[src/rtl/can_bt_pkg.sv]
// Package: shared types for the CAN bit timing unit.
// Assumes: nothing beyond IEEE 1800-2017.
package can_bt_pkg;
    // Segment of the nominal bit currently being timed.
    typedef enum logic [1:0] {
        SEG_SYNC = 2'd0,
        SEG_PROP = 2'd1,
        SEG_PH1  = 2'd2,
        SEG_PH2  = 2'd3
    } seg_e;

    // Legal bounds on the bit, in quanta.
    localparam int MIN_BIT_Q = 8;
    localparam int MAX_BIT_Q = 25;
    localparam int IPT_Q     = 2;
    localparam int JUMP_CAP  = 4;
endpackage

[src/rtl/can_bt_cfg_check.sv]
// Module: can_bt_cfg_check
// Turns the minus-one setting fields into segment lengths and checks them
// against the legal bounds. The error flag is registered, and set in reset.
// Assumes: LEN_W >= JMP_W.
module can_bt_cfg_check
    import can_bt_pkg::*;
#(
    parameter int PRESC_W = 7,
    parameter int SEG_W   = 3,
    parameter int JUMP_W  = 2,
    localparam int LEN_W  = SEG_W + 1,
    localparam int JMP_W  = JUMP_W + 1,
    localparam int TOT_W  = LEN_W + 2
) (
    input  logic               clk,
    input  logic               rst_n,
    input  logic [PRESC_W-1:0] presc,
    input  logic [SEG_W-1:0]   prop,
    input  logic [SEG_W-1:0]   ph1,
    input  logic [SEG_W-1:0]   ph2,
    input  logic [JUMP_W-1:0]  jump,
    output logic [LEN_W-1:0]   prop_len,
    output logic [LEN_W-1:0]   ph1_len,
    output logic [LEN_W-1:0]   ph2_len,
    output logic [JMP_W-1:0]   jmp_len,
    output logic               cfg_err
);
    logic [TOT_W-1:0] total_q;
    logic             legal;

    // Segment lengths in quanta from the minus-one fields.
    always_comb begin
        prop_len = LEN_W'(prop) + LEN_W'(1);
        ph1_len  = LEN_W'(ph1) + LEN_W'(1);
        ph2_len  = LEN_W'(ph2) + LEN_W'(1);
        jmp_len  = JMP_W'(jump) + JMP_W'(1);
        total_q  = TOT_W'(1) + TOT_W'(prop_len) + TOT_W'(ph1_len) + TOT_W'(ph2_len);
    end

    // Legality of the whole setting.
    always_comb begin
        legal = (presc != '0)
             && (ph2_len >= LEN_W'(IPT_Q))
             && (ph2_len <= ph1_len)
             && (total_q >= TOT_W'(MIN_BIT_Q))
             && (total_q <= TOT_W'(MAX_BIT_Q))
             && (LEN_W'(jmp_len) <= ph1_len)
             && (jmp_len <= JMP_W'(JUMP_CAP));
    end

    // Register the error flag; it is held high through reset.
    always_ff @(posedge clk) begin
        if (!rst_n) cfg_err <= 1'b1;
        else        cfg_err <= !legal;
    end

    assert_zero_presc_R1: assert property (@(posedge clk) disable iff (!rst_n)
        ($past(presc) == '0) |-> cfg_err);
    assert_short_ph2_R1: assert property (@(posedge clk) disable iff (!rst_n)
        ($past(ph2) == '0) |-> cfg_err);
endmodule

[src/rtl/can_bt_rx_sync.sv]
// Module: can_bt_rx_sync
// A synchroniser chain on the raw bus input, plus a falling-edge detector
// on the synchronised level. All stages reset to recessive.
// Assumes: STAGES >= 1.
module can_bt_rx_sync #(
    parameter int STAGES = 2
) (
    input  logic clk,
    input  logic rst_n,
    input  logic bus_rx,
    output logic rx_s,
    output logic fedge
);
    logic [STAGES-1:0] stage;
    logic              rx_prev;

    genvar i;
    for (i = 0; i < STAGES; i++) begin : g_stage
        if (i == 0) begin : g_first
            // First flop takes the asynchronous line.
            always_ff @(posedge clk) begin
                if (!rst_n) stage[0] <= 1'b1;
                else        stage[0] <= bus_rx;
            end
        end else begin : g_next
            // Later flops settle the level.
            always_ff @(posedge clk) begin
                if (!rst_n) stage[i] <= 1'b1;
                else        stage[i] <= stage[i-1];
            end
        end
    end

    // Delayed copy of the synchronised level, for edge detection.
    always_ff @(posedge clk) begin
        if (!rst_n) rx_prev <= 1'b1;
        else        rx_prev <= stage[STAGES-1];
    end

    assign rx_s  = stage[STAGES-1];
    assign fedge = rx_prev & ~stage[STAGES-1];

    assert_single_edge_R4: assert property (@(posedge clk) disable iff (!rst_n)
        fedge |=> !fedge);
endmodule

[src/rtl/can_bt_prescaler.sv]
// Module: can_bt_prescaler
// Counts clocks within a quantum and flags the last clock of each quantum.
// It is cleared while halted and on a hard synchronisation.
// Assumes: presc >= 1 whenever run is high.
module can_bt_prescaler #(
    parameter int PRESC_W = 7
) (
    input  logic               clk,
    input  logic               rst_n,
    input  logic               run,
    input  logic               restart,
    input  logic [PRESC_W-1:0] presc,
    output logic               tick
);
    logic [PRESC_W-1:0] pcnt;

    // Clock counter within the current quantum.
    always_ff @(posedge clk) begin
        if (!rst_n)                pcnt <= '0;
        else if (!run || restart)  pcnt <= '0;
        else if (pcnt >= presc)    pcnt <= '0;
        else                       pcnt <= pcnt + PRESC_W'(1);
    end

    assign tick = run && (pcnt >= presc);

    assert_tick_wraps_R3: assert property (@(posedge clk) disable iff (!rst_n)
        tick |=> (pcnt == '0));
endmodule

[src/rtl/can_bt_seq.sv]
// Module: can_bt_seq
// Segment sequencer: moves through sync, propagation, phase 1 and phase 2
// on quantum ticks. It applies hard synchronisation and a bounded
// resynchronisation, and produces the sample and end-of-bit strobes.
// Assumes: segment lengths come from can_bt_cfg_check; run is low for
// illegal settings.
module can_bt_seq
    import can_bt_pkg::*;
#(
    parameter int LEN_W    = 4,
    parameter int JMP_W    = 3,
    localparam int QCNT_W  = LEN_W + 1,
    localparam int ERR_W   = LEN_W + 2
) (
    input  logic             clk,
    input  logic             rst_n,
    input  logic             run,
    input  logic             tick,
    input  logic             hard_sync,
    input  logic             fedge,
    input  logic             bus_idle,
    input  logic             tx_dom,
    input  logic             rx_s,
    input  logic [LEN_W-1:0] prop_len,
    input  logic [LEN_W-1:0] ph1_len,
    input  logic [LEN_W-1:0] ph2_len,
    input  logic [JMP_W-1:0] jmp_len,
    output logic             sample_stb,
    output logic             tx_stb,
    output logic             sample_val
);
    seg_e              seg;
    logic [QCNT_W-1:0] qcnt;
    logic [JMP_W-1:0]  ext, shrink, ext_eff, shrink_eff;
    logic              done_rs;
    logic [ERR_W-1:0]  err_pre, err_ph2, jmp_e, q_e;
    logic              resync_ok, rs_pre, rs_ph2;
    logic              prop_done, ph1_done, ph2_done;

    function automatic logic [ERR_W-1:0] pick_min(input logic [ERR_W-1:0] a,
                                                  input logic [ERR_W-1:0] b);
        return (a < b) ? a : b;
    endfunction

    // Phase error of an edge and whether it may resynchronise this bit.
    always_comb begin
        q_e       = ERR_W'(qcnt);
        jmp_e     = ERR_W'(jmp_len);
        err_pre   = (seg == SEG_PROP) ? q_e + ERR_W'(1)
                                      : ERR_W'(prop_len) + q_e + ERR_W'(1);
        err_ph2   = ERR_W'(ph2_len) - q_e;
        resync_ok = run && fedge && !bus_idle && !tx_dom && !done_rs;
        rs_pre    = resync_ok && ((seg == SEG_PROP) || (seg == SEG_PH1));
        rs_ph2    = resync_ok && (seg == SEG_PH2);
    end

    // Adjustments that take effect in this cycle, and segment end tests.
    always_comb begin
        ext_eff    = rs_pre ? JMP_W'(pick_min(err_pre, jmp_e)) : ext;
        shrink_eff = rs_ph2 ? JMP_W'(pick_min(err_ph2, jmp_e)) : shrink;
        prop_done  = (q_e + ERR_W'(1)) >= ERR_W'(prop_len);
        ph1_done   = (q_e + ERR_W'(1)) >= (ERR_W'(ph1_len) + ERR_W'(ext_eff));
        ph2_done   = (q_e + ERR_W'(1) + ERR_W'(shrink_eff)) >= ERR_W'(ph2_len);
        sample_stb = run && tick && (seg == SEG_PH1) && ph1_done;
        tx_stb     = run && tick && (seg == SEG_PH2) && ph2_done;
    end

    // Segment state, quantum count and the resync bookkeeping of each bit.
    always_ff @(posedge clk) begin
        if (!rst_n || !run || hard_sync) begin
            seg     <= SEG_SYNC;
            qcnt    <= '0;
            ext     <= '0;
            shrink  <= '0;
            done_rs <= 1'b0;
        end else begin
            if (rs_pre) begin
                ext     <= ext_eff;
                done_rs <= 1'b1;
            end
            if (rs_ph2) begin
                shrink  <= shrink_eff;
                done_rs <= 1'b1;
            end
            if (tick) begin
                case (seg)
                    SEG_SYNC: begin
                        seg  <= SEG_PROP;
                        qcnt <= '0;
                    end
                    SEG_PROP: begin
                        if (prop_done) begin
                            seg  <= SEG_PH1;
                            qcnt <= '0;
                        end else begin
                            qcnt <= qcnt + QCNT_W'(1);
                        end
                    end
                    SEG_PH1: begin
                        if (ph1_done) begin
                            seg  <= SEG_PH2;
                            qcnt <= '0;
                        end else begin
                            qcnt <= qcnt + QCNT_W'(1);
                        end
                    end
                    default: begin
                        if (ph2_done) begin
                            seg     <= SEG_SYNC;
                            qcnt    <= '0;
                            ext     <= '0;
                            shrink  <= '0;
                            done_rs <= 1'b0;
                        end else begin
                            qcnt <= qcnt + QCNT_W'(1);
                        end
                    end
                endcase
            end
        end
    end

    // Capture the bus level at the sample point.
    always_ff @(posedge clk) begin
        if (!rst_n)          sample_val <= 1'b1;
        else if (sample_stb) sample_val <= rx_s;
    end

    assert_hard_sync_R4: assert property (@(posedge clk) disable iff (!rst_n)
        hard_sync |=> (seg == SEG_SYNC) && (qcnt == '0));
    assert_ext_cap_R7: assert property (@(posedge clk) disable iff (!rst_n)
        (seg == SEG_PH1) |-> (ext <= jmp_len));
    assert_shrink_cap_R8: assert property (@(posedge clk) disable iff (!rst_n)
        (seg == SEG_PH2) |-> (shrink <= jmp_len));
    assert_own_dominant_R9: assert property (@(posedge clk) disable iff (!rst_n)
        (fedge && tx_dom && (seg == SEG_PH1) && !tick) |=> (ext == $past(ext)));
    assert_sample_pulse_R10: assert property (@(posedge clk) disable iff (!rst_n)
        sample_stb |=> !sample_stb);
endmodule

[src/rtl/can_bit_timer.sv]
// Module: can_bit_timer (top)
// Bit timing unit for a CAN node. Chains the setting check, the input
// synchroniser, the quantum prescaler and the segment sequencer.
// Assumes: bus_idle and tx_dom come from the frame logic, synchronous to clk.
module can_bit_timer #(
    parameter int PRESC_W     = 7,
    parameter int SEG_W       = 3,
    parameter int JUMP_W      = 2,
    parameter int SYNC_STAGES = 2
) (
    input  logic               clk,
    input  logic               rst_n,
    input  logic [PRESC_W-1:0] cfg_presc,
    input  logic [SEG_W-1:0]   cfg_prop,
    input  logic [SEG_W-1:0]   cfg_phase1,
    input  logic [SEG_W-1:0]   cfg_phase2,
    input  logic [JUMP_W-1:0]  cfg_jump,
    input  logic               bus_rx,
    input  logic               bus_idle,
    input  logic               tx_dom,
    output logic               tq_tick,
    output logic               sample_stb,
    output logic               sample_val,
    output logic               tx_stb,
    output logic               cfg_err
);
    localparam int LEN_W = SEG_W + 1;
    localparam int JMP_W = JUMP_W + 1;

    logic [LEN_W-1:0] prop_len, ph1_len, ph2_len;
    logic [JMP_W-1:0] jmp_len;
    logic             rx_s, fedge, run, hard_sync;

    can_bt_cfg_check #(.PRESC_W(PRESC_W), .SEG_W(SEG_W), .JUMP_W(JUMP_W)) u_cfg (
        .clk(clk), .rst_n(rst_n), .presc(cfg_presc), .prop(cfg_prop),
        .ph1(cfg_phase1), .ph2(cfg_phase2), .jump(cfg_jump),
        .prop_len(prop_len), .ph1_len(ph1_len), .ph2_len(ph2_len),
        .jmp_len(jmp_len), .cfg_err(cfg_err)
    );

    can_bt_rx_sync #(.STAGES(SYNC_STAGES)) u_sync (
        .clk(clk), .rst_n(rst_n), .bus_rx(bus_rx), .rx_s(rx_s), .fedge(fedge)
    );

    // Run only with legal settings; a falling edge on an idle bus restarts the bit.
    always_comb begin
        run       = !cfg_err;
        hard_sync = run && fedge && bus_idle;
    end

    can_bt_prescaler #(.PRESC_W(PRESC_W)) u_presc (
        .clk(clk), .rst_n(rst_n), .run(run), .restart(hard_sync),
        .presc(cfg_presc), .tick(tq_tick)
    );

    can_bt_seq #(.LEN_W(LEN_W), .JMP_W(JMP_W)) u_seq (
        .clk(clk), .rst_n(rst_n), .run(run), .tick(tq_tick),
        .hard_sync(hard_sync), .fedge(fedge), .bus_idle(bus_idle),
        .tx_dom(tx_dom), .rx_s(rx_s), .prop_len(prop_len),
        .ph1_len(ph1_len), .ph2_len(ph2_len), .jmp_len(jmp_len),
        .sample_stb(sample_stb), .tx_stb(tx_stb), .sample_val(sample_val)
    );

    assert_quiet_on_error_R2: assert property (@(posedge clk) disable iff (!rst_n)
        cfg_err |-> (!tq_tick && !sample_stb && !tx_stb));
    assert_strobes_apart_R10: assert property (@(posedge clk) disable iff (!rst_n)
        $onehot0({sample_stb, tx_stb}));
endmodule

[config.mk]
export PLATFORM = sky130hd
export DESIGN_NAME = can_bit_timer
export DESIGN_NICKNAME = d
export VERILOG_FILES = /design/src/rtl/can_bt_pkg.sv /design/src/rtl/can_bt_cfg_check.sv /design/src/rtl/can_bt_rx_sync.sv /design/src/rtl/can_bt_prescaler.sv /design/src/rtl/can_bt_seq.sv /design/src/rtl/can_bit_timer.sv
export SDC_FILE = /design/constraint.sdc
export NUM_CORES = 1
export LEC_CHECK = 0
export BUFFER_PORTS_ARGS = -buffer_cell sky130_fd_sc_hd__buf_2
export CORE_ASPECT_RATIO = 1.25
export CORE_MARGIN = 3
export CORE_UTILIZATION = 35
export CTS_BUF_LIST = sky130_fd_sc_hd__clkbuf_4 sky130_fd_sc_hd__clkbuf_8
export DETAILED_ROUTE_END_ITERATION = 6
export GPL_ROUTABILITY_DRIVEN = 0
export REMOVE_ABC_BUFFERS = 1
export SKIP_LAST_GASP = 1
export SYNTH_ARGS = -nofsm -noshare
export SYNTH_HDL_FRONTEND = slang
export SYNTH_SLANG_ARGS = --single-unit
[constraint.sdc]
create_clock -name clk -period 11.5 [get_ports clk]
set_input_delay 0.575 -clock clk [delete_from_list [all_inputs] [get_ports clk]]
set_output_delay 0.575 -clock clk [all_outputs]
set_load 0.05 [all_outputs]
==> results of run 1 <==
-- logic make-up after synthesis --
kind of cell,Yosys count,synth area share
simple gates,96,0.167
xor+xnor,24,0.0691
fa+ha+maj,71,0.314
mux,9,0.0316
buf+inv,52,0.0670
flops,26,0.171
compound gates,78,0.180
-- cell usage in the layout, fill, tap and decap left out, types with 4 or more instances in the layout --
master,Yosys,final
sky130_fd_sc_hd__a21o_1,7,7
sky130_fd_sc_hd__a21oi_1,21,21
sky130_fd_sc_hd__a31oi_1,4,4
sky130_fd_sc_hd__and2_1,5,5
sky130_fd_sc_hd__and3_1,6,6
sky130_fd_sc_hd__buf_2,1,27
sky130_fd_sc_hd__clkbuf_8,0,4
sky130_fd_sc_hd__dfxtp_1,26,26
sky130_fd_sc_hd__fa_1,9,9
sky130_fd_sc_hd__ha_1,62,62
sky130_fd_sc_hd__inv_1,47,47
sky130_fd_sc_hd__mux2_2,5,5
sky130_fd_sc_hd__mux2i_1,4,4
sky130_fd_sc_hd__nand2_1,16,16
sky130_fd_sc_hd__nand2b_1,9,9
sky130_fd_sc_hd__nand3_1,10,10
sky130_fd_sc_hd__nor2_1,24,24
sky130_fd_sc_hd__nor2b_1,5,5
sky130_fd_sc_hd__o21ai_0,13,13
sky130_fd_sc_hd__xnor2_1,18,18
sky130_fd_sc_hd__xor2_1,6,6
-- synthesized netlist by cell type, types with 3 or more instances --
| cell type | instances | area, sq um |
|---|---|---|
| sky130_fd_sc_hd__ha_1 | 62 | 776 |
| sky130_fd_sc_hd__a21o_1 | 7 | 52.6 |
| sky130_fd_sc_hd__o211ai_1 | 3 | 22.5 |
| sky130_fd_sc_hd__and2_1 | 5 | 31.3 |
| sky130_fd_sc_hd__nand3_1 | 10 | 50.1 |
| sky130_fd_sc_hd__mux2i_1 | 4 | 40.0 |
| sky130_fd_sc_hd__and3_1 | 6 | 37.5 |
| sky130_fd_sc_hd__a21oi_1 | 21 | 105 |
| sky130_fd_sc_hd__a211oi_1 | 3 | 22.5 |
| sky130_fd_sc_hd__a32o_1 | 3 | 30.0 |
| sky130_fd_sc_hd__nand2_1 | 16 | 60.1 |
| sky130_fd_sc_hd__nor2b_1 | 5 | 31.3 |
| sky130_fd_sc_hd__nand4_1 | 3 | 18.8 |
| sky130_fd_sc_hd__xor2_1 | 6 | 52.6 |
| sky130_fd_sc_hd__dfxtp_1 | 26 | 521 |
| sky130_fd_sc_hd__fa_1 | 9 | 180 |
| sky130_fd_sc_hd__a31oi_1 | 4 | 25.0 |
| sky130_fd_sc_hd__nand2b_1 | 9 | 56.3 |
| sky130_fd_sc_hd__a211oi_2 | 3 | 37.5 |
| sky130_fd_sc_hd__mux2_2 | 5 | 56.3 |
| sky130_fd_sc_hd__or2_2 | 3 | 18.8 |
| sky130_fd_sc_hd__xnor2_1 | 18 | 158 |
| sky130_fd_sc_hd__o21ai_0 | 13 | 65.1 |
| sky130_fd_sc_hd__inv_1 | 47 | 176 |
| sky130_fd_sc_hd__nor2_1 | 24 | 90.1 |
-- critical path: stages (launching register included) --
cell	delay [ns]
sky130_fd_sc_hd__dfxtp_1	0.66
sky130_fd_sc_hd__inv_1	0.29
sky130_fd_sc_hd__ha_1	0.26
sky130_fd_sc_hd__inv_1	0.10
sky130_fd_sc_hd__fa_1	0.42
sky130_fd_sc_hd__mux2_2	0.29
sky130_fd_sc_hd__ha_1	0.27
sky130_fd_sc_hd__nor2_1	0.11
sky130_fd_sc_hd__a21oi_1	0.06
sky130_fd_sc_hd__a221oi_1	0.42
sky130_fd_sc_hd__and2_1	0.25
sky130_fd_sc_hd__mux2_2	0.36
sky130_fd_sc_hd__a21oi_1	0.16
sky130_fd_sc_hd__ha_1	0.21
sky130_fd_sc_hd__fa_1	0.23
sky130_fd_sc_hd__a21oi_1	0.07
sky130_fd_sc_hd__or2_2	0.27
sky130_fd_sc_hd__ha_1	0.27
sky130_fd_sc_hd__o21ai_0	0.06
sky130_fd_sc_hd__o21ai_0	0.35
sky130_fd_sc_hd__and3_1	0.28
sky130_fd_sc_hd__buf_2	0.28
-- state kept, by name (all words and copies together), names as in the netlist --
| register | count |
|---|---|
| u_seq.qcnt | 5 |
| u_presc.pcnt | 7 |
| u_sync.rx_s | 1 |
| u_seq.done_rs | 1 |
| u_cfg.cfg_err | 1 |
| u_sync.stage | 1 |
| u_seq.sample_val | 1 |
| u_seq.ext | 3 |
| u_seq.seg | 2 |
| u_sync.rx_prev | 1 |
| u_seq.shrink | 3 |
-- routing by layer --
layer | GRT usage | wire length [um]
met1 | 0.189 | 3280
met2 | 0.275 | 3660
met3 | 0.00967 | 209
met4 | 0.0309 | 72
met5 | 0 | 0
-- stage by stage --
stage / utilization / cells / worst slack, ns
2_1_floorplan: - / 352 / 5.83
3_3_place_gp: 0.393 / 476 / 5.25
3_5_place_dp: 0.393 / 476 / 5.23
4_1_cts: 0.400 / 480 / 5.06
5_1_grt: 0.400 / 480 / 4.68
6_report: 0.400 / 480 / 4.99
-- final cells by class --
type                       instances  area share
clock buffer                       4      0.0165
inverter                          48      0.0541
multi-input combinational        278       0.696
sequential                        26       0.156
tap                               97      0.0364
timing repair buffer              27      0.0406
-- power by group --
group          switching (uW)  total [uW]  internal [uW]
registers                1.92        93.8           91.9
logic                    56.5        99.0           42.5
clock network            28.5        59.1           30.6
total                    86.9         252            165
-- worst max-delay path by stage --
stage,start,endpoint,slack [ns]
2_1_floorplan,cfg_phase2[1],tx_stb,5.83
3_3_place_gp,cfg_phase2[0],tx_stb,5.25
3_5_place_dp,cfg_phase2[0],tx_stb,5.23
4_1_cts,u_seq.qcnt[0],sample_stb,5.06
5_1_grt,u_seq.qcnt[0],sample_stb,4.68
6_report,u_seq.qcnt[0],sample_stb,4.99
==> impl_metrics.toml, run 1 <==
[cts]
cts-htree-levels = 1
clock_tree_from_tritoncts = "built"
post_cts.resized_instances = 0
clk_pin_slew_ns = 0.09
cts_buffers = 3
clock_latency_ns = 0.27
ctsLongestPathBuffers = 2
cts-root-buf = "sky130_fd_sc_hd__clkbuf_8"
ctsHoldBuffers = 0
post_cts.repair.setup_buffers = 0
clock-sinks = 26

[global_route]
grt-ovfl-total = 0
grt_first_pass_wirelength_um = 11400
first_global_vias = 2426
antenna_violations_before_repair = 0
grt_max_degree = 15
grt_use_total = 0.149

[sta]
setup_violations = 0
finalSetupTns_ns = 0
maxSlewViolCount = 0
tightest_slew_ns = 0.533
finalCritPeriodShare = 0.566
max_freq_mhz = 154
finalHoldViolCount = 0
maxSlewHeadroom = 0.644
clock_skew_ns = 0.00202
min_period_ns = 6.51
finalHoldWorstSlack_ns = 0.425
rsz0062_at_grt = "no"

[synthesis]
mapped_cells = 356
syn_avg_cell_area_sq_um = 8.55
synthFlopType = "sky130_fd_sc_hd__dfxtp_1"
synth.distinct_cells = 58
synth-seq-area-share = 0.171
postSynth.asyncResetShare = 0
post_synth_edffs = 0
synth.yosys.warnings = 0
mappedNetlistArea_sq_um = 3040
ys_seq_elements = 26

[die]
initial_utilization = 0.365
std_cell_rows = 37
ios = 28
design.die.area_sq_um = 9860
floorplan.die.width_um = 89.4
core_area_sq_um = 8330
die_h_um = 110

[pwr]
p_leak_uw = 0.00160
finalPower_uw = 252
max-vdd-ir-drop_v = 0.0000414
power.density_nw_per_um2 = 75.6

[route]
total_number_of_vias = 2521
remaining_drc_errors = 0
drt_iter0_drc = 132
route.antenna.remaining_nets = 0
post_drt_via_cell_ratio = 5.25
detail_route.wl_per_cell_um = 15.0
totalWireLength_um = 7220
drt_pass1_iterations = 4

[worst_setup_path]
worst_r2r_startpoint = "u_seq.qcnt[0]"
setup_crit_start_kind = "flip-flop"
timing.reg2reg.worst_path_depth = 23
crit_fanout = 11
timing.critical_path.arrival_ns = 5.94
regToRegEndpoint = "u_seq.seg[0]"
cp.required_ns = 10.93
timing.setup.critical_path_class = "flip-flop to output pin"
setup.reg_to_reg.worst_slack_ns = 5.36
crit_path_end_kind = "output pin"

[hold_path]
hold_path_startpoint = "u_sync.stage[0]"
min_path_type = "flip-flop to flip-flop"
hold-path-cell-count = 1
whs_endpoint = "u_sync.rx_s"

[placement]
place_area_sq_um = 3280
hpwl_um = 6250
place.port_buffers = 27

[job]
cap_viol_max_count = 0

[finish]
area_of_all_placed_cells_without_fillers_sq_um = 3330
seqCellArea_sq_um = 520
synthToLayoutAreaGrowth_pct = 9.45
antenna_cells = 0
drive_above_1_share = 0.128
total_of_fill_cells_in_the_finished_design = 865
num-nets-final = 478
multi_input_area_sq_um = 2320

[run_status]
outcome = "complete, no violations"
No activity file was read; power rests on OpenSTA's default activity.
==> inputs of run 2 (changes only) <==
Clock period 11.5 ns to 5.65 ns, I/O delays scaled along.
==> run 2 against run 1 <==
Net effect: power increased by 110%; flip-flop and latch count unchanged; sequential power increased by 100%; critical endpoint is now tx_stb; clock skew increased by 0.0015 ns; hold slack got worse by 0.24 ns; combinational power increased by 120%; largest cell class unchanged; die area unchanged; global-route usage increased by 0.41 points; routed wire length increased by 1.2%.
==> impl_metrics.toml, run 2 (same netlist as run 1, synthesis figures left out) <==
[run_status]
outcome = "complete, no violations"

[route]
drt_pass1_iterations = 4
totalWireLength_um = 7310
route.antenna.remaining_nets = 0
post_drt_via_cell_ratio = 5.23
detail_route.wl_per_cell_um = 14.6
drt_iter0_drc = 77
total_number_of_vias = 2611
remaining_drc_errors = 0

[job]
cap_viol_max_count = 0

[worst_setup_path]
critPathTopFamily = "adder cells"
critical-path-slowest-cell = "sky130_fd_sc_hd__fa_1"
worst-path-buf-inv = 5
path_cells = "buf_8 > ha_4 > fa_1 > inv_1 > ha_1 > a21o_1 > a2111oi_2 > o21ai_1 > mux2_2 > o21ai_2 > ha_2 > inv_1 > fa_2 > inv_1 > ha_1 > o21ai_0 > a21oi_1 > or4_4 > or2_1 > and3_4 > buf_8"
cp.required_ns = 5.37
timing.critical_path.arrival_ns = 5.09
setup_crit_start_kind = "flip-flop"
timing.setup.critical_path_class = "flip-flop to output pin"
crit_fanout = 8
worst_path_most_repeated_cell = "sky130_fd_sc_hd__inv_1"
crit_path_end_kind = "output pin"
critical-path-max-stage-delay_ns = 0.55

[sta]
max_freq_mhz = 186
postLayoutSetupSlackWorst_ns = 0.278
maxSlewViolCount = 0
maxSlewHeadroom = 0.647
clock_skew_ns = 0.00350
setup_violations = 0
tightest_slew_ns = 0.524
min_period_ns = 5.37
finalHoldViolCount = 0
finalCritPeriodShare = 0.951

[cts]
cts-htree-levels = 1
cts_buffers = 3
clock_tree_from_tritoncts = "built"
clk_pin_slew_ns = 0.09
clock-sinks = 26
clock_latency_ns = 0.27
cts-root-buf = "sky130_fd_sc_hd__clkbuf_8"
ctsHoldBuffers = 0
ctsLongestPathBuffers = 2

[finish]
drive_above_1_share = 0.192
top_register = "u_presc.pcnt"
area_of_all_placed_cells_without_fillers_sq_um = 3550
most_used_cells_in_the_layout_excluding_fill_and_tap_cells = "sky130_fd_sc_hd__ha_1, sky130_fd_sc_hd__inv_1, sky130_fd_sc_hd__buf_2, sky130_fd_sc_hd__dfxtp_1, sky130_fd_sc_hd__nor2_1"
total_of_fill_cells_in_the_finished_design = 857
reg_top3 = "u_presc.pcnt: 7 flops, u_seq.qcnt: 5 flops"
num-nets-final = 497
synthToLayoutAreaGrowth_pct = 16.7
largest_reg_flops = 7
antenna_cells = 0
layout_commonest_cell = "sky130_fd_sc_hd__ha_1"

[placement]
place.port_buffers = 27
hpwl_um = 6250
detailedPlace.worstSlack_ns = 0.0911
place_area_sq_um = 3400

[global_route]
global_route.peak_usage_layer = "met2"
globalRouteMet2Util = 0.275
grt_use_total = 0.153
grt_first_pass_wirelength_um = 11700
gr_met3_demand_resource = 0.0134
gr-usage-met1 = 0.191
antenna_violations_before_repair = 0
first_global_vias = 2480
grt_max_degree = 15
grt-ovfl-total = 0

[die]
design.die.area_sq_um = 9860
floorplan.die.width_um = 89.4
die_h_um = 110
std_cell_rows = 37
core_area_sq_um = 8330
ios = 28
initial_utilization = 0.365

[pwr]
p_leak_uw = 0.00170
max-vdd-ir-drop_v = 0.0000788
power.density_nw_per_um2 = 151

[hold_path]
min_path_type = "input pin to flip-flop"
## run 2: layout make-up
cell class                 instances  area (sq um)  share of cell area
clock buffer                       4          55.1              0.0155
inverter                          48           180              0.0507
multi-input combinational        278          2380               0.670
sequential                        26           522               0.147
tap                               97           121              0.0342
timing repair buffer              46           295              0.0831
## run 2: worst reg2reg max path, delay by kind of cell, from the launching register on
family | cells | cell delay, ns
buffers and inverters | 2 | 0.17
and+or+nand+nor | 4 | 1.14
AOI/OAI and AO/OA | 8 | 1.33
DFF | 1 | 0.34
muxes | 1 | 0.36
xor gates and xnor gates | 1 | 0.14
adders and majority gates | 6 | 1.58
## run 2: path summary, 6_finish.rpt
check                                      from              end  slack (ns)  depth (start not counted)
worst min register to register  u_sync.stage[0]      u_sync.rx_s        0.42                          1
worst min-delay path                     bus_rx  u_sync.stage[0]        0.19                          2
worst max-delay path              u_seq.qcnt[0]           tx_stb        0.28                         21
worst max register to register    u_seq.qcnt[0]     u_seq.seg[0]        0.51                         22
## run 2: where the power goes
part / internal [uW] / switching [uW] / total, uW
logic: 103 / 119 / 222
registers: 187 / 4.48 / 192
clock network: 62.4 / 59.8 / 122
total: 352 / 184 / 536
## run 2: through the flow
stage	instances	TNS, ns	hold WS [ns]	util	total power (uW)
5_1_grt	499	-0.0284	0.190	0.426	578
6_report	499	0	0.187	0.426	536
2_1_floorplan	352	0	0.344	-	345
3_3_place_gp	492	0	0.399	0.408	404
3_5_place_dp	492	0	0.398	0.408	410
4_1_cts	498	0	0.191	0.417	536
## run 2: timing repair
item                                    CTS  global route
resized for setup                         2            20
gates cloned                              0             0
endpoints found under the setup margin    1            16
setup buffers                             2             1
pin swaps                                 1             9
## run 2: per-layer routing
metal,wire length [um],share of wire
met5,0,0
met4,131,0.018
met3,248,0.034
met2,3660,0.50
met1,3270,0.45
==> inputs of run 3 (changes only) <==
Settings changed: BUFFER_PORTS_ARGS -buffer_cell sky130_fd_sc_hd__buf_2 to -buffer_cell sky130_fd_sc_hd__buf_4, CTS_BUF_LIST sky130_fd_sc_hd__clkbuf_4 sky130_fd_sc_hd__clkbuf_8 to sky130_fd_sc_hd__clkbuf_16, PLACE_DENSITY from default to 0.56.
==> run 3 against run 2 <==
Net effect: clock power increased by 25%; global-route usage decreased by 0.11 points; largest cell class unchanged; clock skew increased by 0.0016 ns; largest power group unchanged.
==> impl_metrics.toml, run 3 (same netlist as run 1, synthesis figures left out) <==
[job]
cap_viol_max_count = 0

[finish]
num-nets-final = 485
post-route-util = 0.422
top_register = "u_presc.pcnt"
synthToLayoutAreaGrowth_pct = 15.5
drive_above_1_share = 0.157
area_of_all_placed_cells_without_fillers_sq_um = 3520
antenna_cells = 0
largest_reg_flops = 7
layout_commonest_cell = "sky130_fd_sc_hd__ha_1"
most_used_cells_in_the_layout_excluding_fill_and_tap_cells = "sky130_fd_sc_hd__ha_1, sky130_fd_sc_hd__inv_1, sky130_fd_sc_hd__buf_4, sky130_fd_sc_hd__dfxtp_1, sky130_fd_sc_hd__nor2_1"
reg_top3 = "u_presc.pcnt: 7 flops, u_seq.qcnt: 5 flops"

[global_route]
grt_use_total = 0.152
first_global_vias = 2420
grt_max_degree = 14
antenna_violations_before_repair = 0
grt-ovfl-total = 0
grt_first_pass_wirelength_um = 11800

[hold_path]
hold-path-cell-count = 2
min_path_type = "input pin to flip-flop"
hold_path_startpoint = "bus_rx"
whs_endpoint = "u_sync.stage[0]"

[sta]
rsz0062_at_grt = "yes"
maxSlewViolCount = 0
setup_violations = 0
maxSlewHeadroom = 0.669
min_period_ns = 5.40
finalHoldWorstSlack_ns = 0.208
clock_skew_ns = 0.00509
max_freq_mhz = 185
finalCritPeriodShare = 0.956
tightest_slew_ns = 0.491
finalHoldViolCount = 0

[placement]
hpwl_um = 6160
place.port_buffers = 27
place_area_sq_um = 3390

[worst_setup_path]
timing.reg2reg.worst_path_depth = 23
timing.critical_path.arrival_ns = 5.12
worst_r2r_startpoint = "u_seq.qcnt[0]"
crit_path_end_kind = "output pin"
crit_fanout = 3
regToRegEndpoint = "u_seq.seg[0]"
cp.required_ns = 5.37
timing.setup.critical_path_class = "flip-flop to output pin"
setup_crit_start_kind = "flip-flop"
setup.reg_to_reg.worst_slack_ns = 0.42

[route]
totalWireLength_um = 7160
post_drt_via_cell_ratio = 5.26
detail_route.wl_per_cell_um = 14.7
drt_pass1_iterations = 4
remaining_drc_errors = 0
drt_iter0_drc = 92
route.antenna.remaining_nets = 0
total_number_of_vias = 2555

[cts]
clock_latency_ns = 0.26
clock_tree_from_tritoncts = "built"
clock-sinks = 26
clk_pin_slew_ns = 0.06
cts-htree-levels = 1
ctsLongestPathBuffers = 2
cts-root-buf = "sky130_fd_sc_hd__clkbuf_16"
cts_buffers = 3
ctsHoldBuffers = 0

[pwr]
cellInternalPower_uw = 383
power.density_nw_per_um2 = 161
switching_share = 0.322
max-vdd-ir-drop_v = 0.000102
combPwrFrac = 0.392
seqPwrFrac = 0.338
power.share.clock = 0.271
power.switching_uw = 182
p_leak_uw = 0.00167

[die]
ios = 28
initial_utilization = 0.365
die_h_um = 110
std_cell_rows = 37
floorplan.die.width_um = 89.4
core_area_sq_um = 8330
design.die.area_sq_um = 9860

[run_status]
outcome = "complete, no violations"
run 3: cell types whose count changed in the layout (fill, tap and decap cells not counted), moves of 2 or more:
cell,before,now
sky130_fd_sc_hd__clkbuf_8,4,0
sky130_fd_sc_hd__buf_8,2,0
sky130_fd_sc_hd__a2111oi_2,2,0
sky130_fd_sc_hd__ha_4,2,0
sky130_fd_sc_hd__buf_2,26,0
sky130_fd_sc_hd__buf_4,18,34
sky130_fd_sc_hd__clkbuf_16,0,3
run 3: power by group through the flow:
stage / logic (uW) / registers (uW) / clock network (uW)
after floorplan: 144 / 201 / 0
after global placement: 207 / 195 / 0
final: 221 / 191 / 153
after CTS: 215 / 191 / 159
after global routing: 253 / 191 / 164
after detailed placement: 213 / 195 / 0
run 3: cell type report:
class / count / area, sq um
multi-input cells: 278 / 2360
well taps: 97 / 121
inverters: 48 / 180
clock buffers: 3 / 75.1
repair buffers: 34 / 255
fillers: 847 / 4820
flip-flops and latches: 26 / 522
run 3: critical path, cell delays in order (launching register included):
cell and delay, ns:
sky130_fd_sc_hd__dfxtp_1 0.33, sky130_fd_sc_hd__ha_1 0.23, sky130_fd_sc_hd__fa_1 0.54, sky130_fd_sc_hd__inv_1 0.05, sky130_fd_sc_hd__ha_1 0.28, sky130_fd_sc_hd__a21o_1 0.19, sky130_fd_sc_hd__a2111oi_4 0.37, sky130_fd_sc_hd__o21ai_2 0.11
sky130_fd_sc_hd__buf_4 0.16, sky130_fd_sc_hd__mux2i_1 0.12, sky130_fd_sc_hd__mux2_2 0.28, sky130_fd_sc_hd__ha_1 0.27, sky130_fd_sc_hd__a21o_1 0.20, sky130_fd_sc_hd__a21oi_4 0.16, sky130_fd_sc_hd__xnor2_1 0.14, sky130_fd_sc_hd__ha_1 0.25
sky130_fd_sc_hd__o21ai_1 0.07, sky130_fd_sc_hd__a21oi_1 0.06, sky130_fd_sc_hd__or4_4 0.42, sky130_fd_sc_hd__or2_1 0.24, sky130_fd_sc_hd__and3_2 0.22, sky130_fd_sc_hd__buf_4 0.18
run 3: worst max path at each step:
stage / start / end / slack [ns] / cells past startpoint
4_1_cts: cfg_phase2[0] / tx_stb / 0.05 / 22
2_1_floorplan: cfg_phase2[1] / tx_stb / 0.57 / 20
6_report: u_seq.qcnt[0] / tx_stb / 0.25 / 21
3_3_place_gp: cfg_phase2[0] / tx_stb / 0.13 / 21
3_5_place_dp: cfg_phase2[0] / tx_stb / -0.02 / 21
5_1_grt: u_seq.qcnt[0] / tx_stb / -0.05 / 21
run 3: metrics by stage:
step / instances / setup slack (ns) / total power (uW) / TNS (ns)
after CTS: 486 / 0.0468 / 565 / 0
after global placement: 482 / 0.130 / 403 / 0
final: 486 / 0.247 / 565 / 0
after floorplan: 352 / 0.569 / 345 / 0
after detailed placement: 482 / -0.0169 / 408 / -0.0169
after global routing: 486 / -0.0530 / 608 / -0.0530
run 3: metal layers:
layer  vias up  routed length, um  global-route usage
li1       1326                  -                   -
met1      1172               3300               0.202
met2        47               3450               0.263
met3        10                281              0.0112
met4         0                125              0.0415
met5         -                  0                   0
run 3: timing repair:
action,in CTS,in global routing
pin swaps,0,1
setup endpoints to repair,1,13
gates resized for setup,0,13
buffers inserted,1,0
